$ cat src/rtl/esram_pkg.sv
package esram_pkg;

    localparam int DEF_ADDR_W   = 8;
    localparam int DEF_DATA_W   = 4;
    localparam int DEF_ROW_BITS = 5;

    typedef enum logic [1:0] {
        ACC_IDLE,
        ACC_READ,
        ACC_WRITE,
        ACC_BLOCKED
    } acc_kind_e;

    typedef struct packed {
        logic active;
        logic sel_lat;
    } strobe_state_t;

    function automatic acc_kind_e decode_access(input strobe_state_t st,
                                                input logic sel2_n,
                                                input logic we_n);
        acc_kind_e k;
        if (!st.active)                      k = ACC_IDLE;
        else if (!st.sel_lat || sel2_n)      k = ACC_BLOCKED;
        else if (we_n)                       k = ACC_READ;
        else                                 k = ACC_WRITE;
        return k;
    endfunction

endpackage

$ cat src/rtl/esram_strobe.sv
module esram_strobe
    import esram_pkg::*;
#(
    parameter int ADDR_W = DEF_ADDR_W
) (
    input  logic              clk,
    input  logic              rst,
    input  logic              ce_n,
    input  logic              sel1_n,
    input  logic [ADDR_W-1:0] addr,
    output strobe_state_t     st,
    output logic [ADDR_W-1:0] lat_addr
);

    logic ce_d;
    logic fall_edge;
    logic rise_edge;

    assign fall_edge = ce_d && !ce_n;
    assign rise_edge = !ce_d && ce_n;

    always_ff @(posedge clk) begin
        if (rst) begin
            ce_d       <= 1'b1;
            st.active  <= 1'b0;
            st.sel_lat <= 1'b0;
            lat_addr   <= '0;
        end else begin
            ce_d <= ce_n;
            if (fall_edge) begin
                st.active  <= 1'b1;
                st.sel_lat <= !sel1_n;
                lat_addr   <= addr;
            end else if (rise_edge) begin
                st.active  <= 1'b0;
            end
        end
    end

    // the captured address cannot move while an access is under way
    a_r2_addr_held: assert property (@(posedge clk) disable iff (rst)
        (st.active && ce_d == 1'b0) |=> $stable(lat_addr));

    // an access starts only from a strobe falling edge
    a_r2_start_on_fall: assert property (@(posedge clk) disable iff (rst)
        $rose(st.active) |-> ($past(ce_n) == 1'b0 && ce_d == 1'b0));

endmodule

$ cat src/rtl/esram_array.sv
module esram_array
    import esram_pkg::*;
#(
    parameter int ADDR_W   = DEF_ADDR_W,
    parameter int DATA_W   = DEF_DATA_W,
    parameter int ROW_BITS = DEF_ROW_BITS
) (
    input  logic              clk,
    input  logic              rst,
    input  logic              wr_en,
    input  logic [ADDR_W-1:0] addr,
    input  logic [DATA_W-1:0] wdata,
    output logic [DATA_W-1:0] rdata
);

    localparam int COL_BITS = ADDR_W - ROW_BITS;
    localparam int ROWS     = 1 << ROW_BITS;
    localparam int COLS     = 1 << COL_BITS;
    localparam int ROW_W    = COLS * DATA_W;

    logic [ROW_BITS-1:0] row_idx;
    logic [COL_BITS-1:0] col_idx;
    logic [ROW_W-1:0]    row_bus [ROWS];
    logic [ROW_W-1:0]    row_pick;

    assign row_idx = addr[ADDR_W-1 -: ROW_BITS];
    assign col_idx = addr[COL_BITS-1:0];

    for (genvar r = 0; r < ROWS; r++) begin : g_row
        logic [ROW_W-1:0] cells;
        logic             row_hit;

        assign row_hit = wr_en && (row_idx == ROW_BITS'(r));

        always_ff @(posedge clk) begin
            if (row_hit) begin
                for (int c = 0; c < COLS; c++) begin
                    if (col_idx == COL_BITS'(c))
                        cells[c*DATA_W +: DATA_W] <= wdata;
                end
            end
        end

        assign row_bus[r] = cells;
    end

    assign row_pick = row_bus[row_idx];
    assign rdata    = row_pick[col_idx*DATA_W +: DATA_W];

    // a written word is visible at the same address on the next cycle
    a_r3_write_lands: assert property (@(posedge clk) disable iff (rst)
        (wr_en && $stable(addr)) |=> (rdata == $past(wdata)));

endmodule

$ cat src/rtl/esram_out.sv
module esram_out
    import esram_pkg::*;
#(
    parameter int DATA_W = DEF_DATA_W
) (
    input  logic              clk,
    input  logic              rst,
    input  acc_kind_e         kind,
    input  logic              sel_lat,
    input  logic              sel2_n,
    input  logic [DATA_W-1:0] rd_word,
    output logic [DATA_W-1:0] q,
    output logic              q_oe
);

    logic [DATA_W-1:0] hold_q;

    always_ff @(posedge clk) begin
        if (rst)
            hold_q <= '0;
        else if (kind == ACC_READ)
            hold_q <= rd_word;
    end

    assign q    = hold_q;
    assign q_oe = sel_lat && !sel2_n && (kind != ACC_WRITE);

    // a read cycle leaves the addressed word in the output latch
    a_r4_read_lands: assert property (@(posedge clk) disable iff (rst)
        (kind == ACC_READ) |=> (q == $past(rd_word)));

    // outside read cycles the output latch keeps its value
    a_r5_hold: assert property (@(posedge clk) disable iff (rst)
        (kind != ACC_READ) |=> $stable(q));

    // a high second select removes the drive
    a_r8_sel2_off: assert property (@(posedge clk) disable iff (rst)
        sel2_n |-> !q_oe);

endmodule

$ cat src/rtl/edge_sram.sv
module edge_sram
    import esram_pkg::*;
#(
    parameter int ADDR_W   = DEF_ADDR_W,
    parameter int DATA_W   = DEF_DATA_W,
    parameter int ROW_BITS = DEF_ROW_BITS
) (
    input  logic              clk,
    input  logic              rst,
    input  logic              ce_n,
    input  logic              sel1_n,
    input  logic              sel2_n,
    input  logic              we_n,
    input  logic [ADDR_W-1:0] addr,
    input  logic [DATA_W-1:0] din,
    output logic [DATA_W-1:0] q,
    output logic              q_oe
);

    strobe_state_t     st;
    logic [ADDR_W-1:0] lat_addr;
    acc_kind_e         kind;
    logic [DATA_W-1:0] rd_word;

    esram_strobe #(.ADDR_W(ADDR_W)) u_strobe (
        .clk      (clk),
        .rst      (rst),
        .ce_n     (ce_n),
        .sel1_n   (sel1_n),
        .addr     (addr),
        .st       (st),
        .lat_addr (lat_addr)
    );

    assign kind = decode_access(st, sel2_n, we_n);

    esram_array #(
        .ADDR_W   (ADDR_W),
        .DATA_W   (DATA_W),
        .ROW_BITS (ROW_BITS)
    ) u_array (
        .clk   (clk),
        .rst   (rst),
        .wr_en (kind == ACC_WRITE),
        .addr  (lat_addr),
        .wdata (din),
        .rdata (rd_word)
    );

    esram_out #(.DATA_W(DATA_W)) u_out (
        .clk     (clk),
        .rst     (rst),
        .kind    (kind),
        .sel_lat (st.sel_lat),
        .sel2_n  (sel2_n),
        .rd_word (rd_word),
        .q       (q),
        .q_oe    (q_oe)
    );

    // the reset state has no drive and a cleared latch
    a_r1_reset_state: assert property (@(posedge clk)
        rst |=> (!q_oe && q == '0));

    // no drive while a selected write is running
    a_r10_write_quiet: assert property (@(posedge clk) disable iff (rst)
        (st.active && st.sel_lat && !sel2_n && !we_n) |-> !q_oe);

    // an access captured with the first select high never drives
    a_r7_desel_quiet: assert property (@(posedge clk) disable iff (rst)
        (st.active && !st.sel_lat) |-> (!q_oe && $stable(q)));

endmodule

$ cat config.mk
export PLATFORM = sky130hd
export DESIGN_NAME = edge_sram
export DESIGN_NICKNAME = d
export VERILOG_FILES = /design/src/rtl/esram_pkg.sv /design/src/rtl/esram_strobe.sv /design/src/rtl/esram_array.sv /design/src/rtl/esram_out.sv /design/src/rtl/edge_sram.sv
export SDC_FILE = /design/constraint.sdc
export NUM_CORES = 1
export LEC_CHECK = 0
export BUFFER_PORTS_ARGS = -buffer_cell sky130_fd_sc_hd__buf_4
export CORE_ASPECT_RATIO = 1.4
export CORE_UTILIZATION = 40
export CTS_CLUSTER_DIAMETER = 150
export CTS_CLUSTER_SIZE = 20
export DETAILED_ROUTE_END_ITERATION = 10
export GPL_ROUTABILITY_DRIVEN = 0
export GPL_TIMING_DRIVEN = 0
export MAX_ROUTING_LAYER = met4
export PLACE_DENSITY_LB_ADDON = 0.05
export SYNTH_ARGS = -nofsm -noshare
export SYNTH_HDL_FRONTEND = slang
export SYNTH_HIERARCHICAL = 1
export SYNTH_SLANG_ARGS = --single-unit
export TNS_END_PERCENT = 1
$ cat constraint.sdc
create_clock -name clk -period 2.7 [get_ports clk]
set_clock_uncertainty 0.1 [all_clocks]
set_input_delay 0.54 -clock clk [delete_from_list [all_inputs] [get_ports clk]]
set_output_delay 0.54 -clock clk [all_outputs]
set_load 0.005 [all_outputs]
==> reports/results.ini, run 1 <==
[power_and_ir_drop]
p_sw_share_pct=24.1
ir_drop_uv=604
power_report.internal_total_uw=22800
power_frac_clock_pct=30.6
leakage_uw=0.0146
power_density_nw_per_um2=609
seqPwrFrac_pct=59.0
pwr-share-comb_pct=10.4
power.net_switching_uw=7230
total_power_uw=30000

[worst_hold_path]
hp-class=input port to flop

[floorplanning]
pin_count=23
num_rows=138
die_h_um=381
core_um2=102000
die_w_um=273
start_util_pct=40.5
dieArea_um2=104000

[routing]
routed_wl_um=160000
num_vias=23600
firstDrtPassIters=7
ant_nets=0
drc=0
routedWlPerCell_um=43.0
via_per_inst=6.34
drtIter0Drc=2991

[global_routing]
antenna_found_initial=0
grt_use_total_pct=32.0
grt_max_degree=157
grt_pass1_wl_um=213000
overflow=0
grt_pass1_vias=23200

[job]
maxCapViolCount=0

[logic_synthesis]
async_reset_ff_share_pct=0
syn_avg_cell_area_um2=18.9
syn_area_um2=41100
synth_seq_area_share_pct=75.6
syn_nets=2192
ys_types=59
synth_ff_type=edfxtp_1
synth-seq-cells=1039
synth_warnings=6
postSynthCellCount=2173
synth_edf_count=1024

[placed_design]
hpwlAfterDp_um=102000
numPortBuffers=22
post-place-cells=3530

[timing]
setup_violations=845
hold_ws_ns=0.0865
max_freq_mhz=312
fin_crit_sh_pct=119
period_minus_slack_ns=3.21
fin_ws_ns=-0.507
hold_viol_final=0
fin_tns_setup_ns=-90.94
drv_slew=0
grt_setup_unrepaired=yes
tightestPinTransition_ns=1.20
relSlewSlack_pct=19.8

[worst_setup_path]
endpoint_kind=flop
worstPathArrival_ns=3.67
required_ns=3.17
crit_path_start_kind=flop
worstSetupPathType=flop to flop
cp_max_fo=8

[clock_tree]
cts_tree=built
clockBufferDepth=3
clk_pin_slew_ns=0.08
clock_latency_ns=0.69
clock-sinks=1039
root_buffer=clkbuf_16
numCtsBuffers=57
htreeDepth=2

[outcome]
violations=setup timing
status=finished with violations

[layout]
drive_above_1_share_pct=38.0
nets=2389
syn_to_final_growth_pct=20.1
instances_no_fill=3727
final_util_pct=48.6

## registers in the layout, indices dropped and copies added (netlist names)
register             cells
u_array/g_row.cells   1024
u_strobe/lat_addr        8
u_strobe/ce_d            1
u_out/q                  4
u_strobe/st              2
## per-stage QoR
stage,cell area (um2),setup slack [ns]
5_1_grt,49300,-0.439
2_1_floorplan,41100,0.351
6_report,49300,-0.507
4_1_cts,48800,-0.435
3_3_place_gp,42900,-2.47
3_5_place_dp,43100,-2.37
## layer usage
layer	global-route usage, %	vias up	wire length [um]
met3	4.94	332	11200
met5	-	-	0
met2	50.9	1217	78100
li1	-	9193	-
met4	16.8	0	10300
met1	39.4	12900	60600
## worst paths after layout
path                                          start                 endpoint  slack [ns]  cells after the start
hold / removal                                  rst  u_out/q[0]$_SDFFE_PP0N_        0.09                      3
setup reg to reg  u_strobe/lat_addr[3]$_SDFFE_PP0P_  u_out/q[0]$_SDFFE_PP0N_       -0.51                     10
hold reg to reg             u_out/q[2]$_SDFFE_PP0N_  u_out/q[2]$_SDFFE_PP0N_        0.38                      2
setup / recovery  u_strobe/lat_addr[3]$_SDFFE_PP0P_  u_out/q[0]$_SDFFE_PP0N_       -0.51                     10
## synthesized netlist by cell type (6+ instances only)
| cell type | n | area [um2] |
|---|---|---|
| edfxtp_1 | 1024 | 30700 |
| nor2_1 | 281 | 1050 |
| mux4_2 | 175 | 3940 |
| mux2i_1 | 171 | 1710 |
| clkbuf_1 | 55 | 206 |
| nand2_1 | 51 | 191 |
| a211oi_1 | 48 | 360 |
| a21oi_1 | 39 | 195 |
| buf_2 | 35 | 175 |
| o221ai_1 | 35 | 307 |
| o22ai_1 | 33 | 206 |
| a22oi_1 | 27 | 203 |
| buf_4 | 22 | 165 |
| a22o_1 | 18 | 158 |
| buf_6 | 17 | 191 |
| dfxtp_1 | 15 | 300 |
| o21ai_0 | 15 | 75.1 |
| nand2b_1 | 13 | 81.3 |
| nor2b_1 | 11 | 68.8 |
| a221oi_1 | 10 | 87.6 |
| mux2_2 | 6 | 67.6 |
## power groups by stage
stage,combinational [uW],sequential (uW),clock (uW)
final,3120,17700,9180
after CTS,2980,17700,9330
after floorplan,992,18100,0
after detailed placement,2330,18100,0
after global routing,3130,17700,9780
after global placement,2280,18100,0
## cells in the final DEF (no fill, tap or decap), drive strengths merged, types with 15 or more instances in the layout
cell / count
a21oi: 39
mux4: 176
o22ai: 33
o21ai: 19
mux2i: 171
buf: 207
edfxtp: 1024
o221ai: 35
nand2: 51
a22o: 18
nor2: 282
a211oi: 50
dfxtp: 15
a22oi: 27
clkbuf: 134
## cell families after synthesis
group,after synthesis,share of synthesized area [%]
multiplexers,353,14.0
AO/OA/AOI/OAI,255,4.48
AND/OR/NAND/NOR,388,4.00
buffers and inverters,137,1.95
adder cells (fa/ha/maj),1,0.0304
flip-flops,1039,75.6
## worst max-delay path: stages (launching register included)
cell and delay [ns]:
dfxtp_2 0.36, buf_12 0.15, buf_16 0.20, buf_16 0.20, mux4_2 0.57, a22oi_2 0.34, a22oi_1 0.12, a22o_1 0.32
o32a_1 0.47, nand4bb_1 0.13, o21ai_1 0.06
## final cells by class
| type | instances | area (um2) |
|---|---|---|
| multi-input combinational | 997 | 11500 |
| timing repair buffer | 141 | 1660 |
| tap | 1330 | 1660 |
| clock buffer | 84 | 1570 |
| antenna | 1 | 2.50 |
| buffer | 129 | 1830 |
| clock inverter | 1 | 8.76 |
| inverter | 5 | 27.5 |
| fill | 8410 | 52200 |
| sequential | 1039 | 31100 |
## what timing repair did
action / in CTS / in global routing
hold endpoints to repair: 10 / 0
setup endpoints to repair: 1029 / 1009
resized for setup: 774 / 118
setup buffers: 79 / 18
hold buffers: 11 / 0
cloned: 7 / 1
pin swaps: 40 / 20
Power figures use the tool's default switching activity.
==> run 2: changes to the inputs <==
CELL_PAD_IN_SITES_DETAIL_PLACEMENT = 0   (was not set)
CELL_PAD_IN_SITES_GLOBAL_PLACEMENT = 2   (was not set)
CTS_CLUSTER_SIZE = not set   (was 20)
PLACE_DENSITY_LB_ADDON = 0.1   (was 0.05)
==> run 2 against run 1 <==
The run still ends with setup timing left; register-to-register slack worse by 0.07 ns; sequential power is essentially flat; clock power rose by 67%; cell count up 2.0%; final area grew 3.3%; non-clock buffer count decreased by 30; worst hold slack lost 0.0083 ns; utilization grew 1.6 points; die area unchanged; largest power group unchanged.
==> reports/results.ini, run 2 (same netlist as run 1, synthesis figures left out) <==
[layout]
nets=2405  ; +0.67%
seqCellArea_um2=31100  ; about the same
fillers=8207  ; -2.4%
largest_register=u_array/g_row.cells
layout_commonest_cell=edfxtp_1
syn_to_final_growth_pct=24.0
drive_above_1_share_pct=39.0  ; +0.94 points
final_cell_mix=edfxtp_1 (1024), mux4_2 (175), mux2i_1 (161)
largest_reg_flops=1024  ; unchanged
multi_input_area_um2=11500  ; +0.18%
final_util_pct=50.2  ; +1.6 points

[worst_setup_path]
cp-startpoint=u_strobe/lat_addr[7]$_SDFFE_PP0P_
timing.critical_path.buf_inv=2  ; -1
endpoint_kind=flop
critPathSlowestCell=dfxtp_2
r2r-start=u_strobe/lat_addr[7]$_SDFFE_PP0P_
worstSetupPathType=flop to flop
required_ns=3.18  ; about the same
slowest_delay_ns=0.60  ; +0.03 ns
crit_path_start_kind=flop
cpLargestDelayFamily=buffers and inverters
worstPathArrival_ns=3.76  ; +0.09 ns
crit_path_cell_trace=clkbuf_2 -> clkbuf_4 -> o221ai_1 -> a21oi_1 -> nand2_1 -> nand3_1 -> a32oi_2 -> nand4bb_1 -> o21ai_1
cp_max_fo=11  ; +3

[floorplanning]
start_util_pct=40.5  ; unchanged
core_um2=102000  ; unchanged
pin_count=23  ; unchanged
num_rows=138  ; unchanged
dieArea_um2=104000  ; unchanged
die_h_um=381  ; unchanged
die_w_um=273  ; unchanged

[outcome]
status=finished with violations
violations=setup timing

[clock_tree]
clockBufferDepth=3  ; unchanged
clock_latency_ns=0.69  ; about the same
htreeDepth=3  ; +1
cts_tree=built
clock-sinks=1039  ; unchanged
root_buffer=clkbuf_16
numCtsBuffers=102  ; +79%
clk_pin_slew_ns=0.07  ; about the same

[routing]
drtIter0Drc=2831  ; -5.3%
routedWlPerCell_um=42.5  ; -1.2%
num_vias=23700  ; +0.46%
drc=0  ; unchanged
ant_nets=0  ; unchanged
routed_wl_um=162000  ; +0.85%
via_per_inst=6.24  ; -1.5%
firstDrtPassIters=5  ; -2

[power_and_ir_drop]
ir_drop_uv=473  ; -22%
leakage_uw=0.0154  ; +5.3%
power_density_nw_per_um2=709  ; +16%
total_power_uw=36100  ; +20%

[global_routing]
antenna_found_initial=2  ; +2
grt_use_total_pct=32.3  ; +0.30 points
grt_pass1_vias=23700  ; +1.9%
grt_max_degree=161  ; +2.5%
grt_pass1_wl_um=214000  ; +0.42%
overflow=0  ; unchanged

[placed_design]
numPortBuffers=22  ; unchanged
hpwlAfterDp_um=104000  ; +2.0%
post-place-ws_ns=-2.53  ; -0.163 ns

[timing]
relSlewSlack_pct=11.2  ; -8.6 points
grt_setup_unrepaired=yes
max_freq_mhz=306  ; -2.0%
fin_crit_sh_pct=121  ; +2.4 points
period_minus_slack_ns=3.27  ; +0.0653 ns
hold_viol_final=0  ; unchanged
drv_slew=0  ; unchanged
setup_violations=983  ; +16%
tightestPinTransition_ns=1.33  ; +0.129 ns
fin_ws_ns=-0.572  ; -0.0653 ns

[job]
maxCapViolCount=0  ; unchanged

[worst_hold_path]
hold_start=rst
hp-class=input port to flop

==> run 2: cell count changes in the layout (fill, tap and decap cells not counted), moves of 7 or more <==
cell and change:
nor2_2 -39, a211oi_2 -7, clkinv_2 +19, a211oi_1 +10, clkbuf_16 +45, clkinv_1 +18
buf_8 -8, buf_4 -15, clkbuf_1 -14, bufinv_16 +20, clkinvlp_4 +8, nor2_4 +38
==> run 2: where the power goes <==
part	total (uW)	internal (uW)	switching, uW
registers	17700	17700	29.8
logic	3040	1020	2020
clock network	15300	9030	6300
total	36100	27800	8350
==> run 2: tightest hold or removal path, stage by stage <==
cell and delay (ns):
buf_4 0.13, nand2b_1 0.11, o21ai_1 0.05
==> run 2: worst paths after layout <==
kind	depth (start not counted)	endpoint	slack [ns]
worst min register to register	2	u_out/q[3]$_SDFFE_PP0N_	0.38
worst min-delay path	3	u_out/q[3]$_SDFFE_PP0N_	0.08
worst max-delay path	9	u_out/q[1]$_SDFFE_PP0N_	-0.57
worst max register to register	9	u_out/q[1]$_SDFFE_PP0N_	-0.57
==> run 2: routing by layer <==
| layer | up-vias | track usage [%] | wire [um] | share of wire (%) |
|---|---|---|---|---|
| li1 | 9298 | - | - | - |
| met1 | 12800 | 38.7 | 60100 | 37 |
| met2 | 1260 | 52.2 | 79600 | 49 |
| met3 | 329 | 5.13 | 11700 | 7.2 |
| met4 | 0 | 17.8 | 10200 | 6.3 |
| met5 | - | - | 0 | 0 |
==> run 2: area by class of cell <==
class	count	share of cell area, %
clock buffers	117	5.26
multi-input cells	998	22.6
well taps	1330	3.27
inverters	5	0.0516
plain buffers	130	3.45
diodes	4	0.0196
flip-flops and latches	1039	60.9
repair buffers	110	2.63
clock inverters	70	1.72
==> run 2: per-stage QoR <==
step	instances	TNS, ns	hold slack (ns)	cell area (um2)
detailed placement	3529	-1749.54	0.361	43100
global route	3801	-164.91	0.0896	51000
global placement	3525	-2136.80	0.357	42900
floorplan	2173	0	0.358	41100
CTS	3789	-166.63	0.0347	50200
finish	3803	-169.55	0.0782	51000
==> run 2: timing repair <==
item	CTS	global route
cloned	5	0
gates resized for setup	728	155
pin swaps	27	13
hold buffers	11	0
endpoints found under the setup margin	1029	1017
endpoints found under the hold margin	10	0
setup buffers	59	10
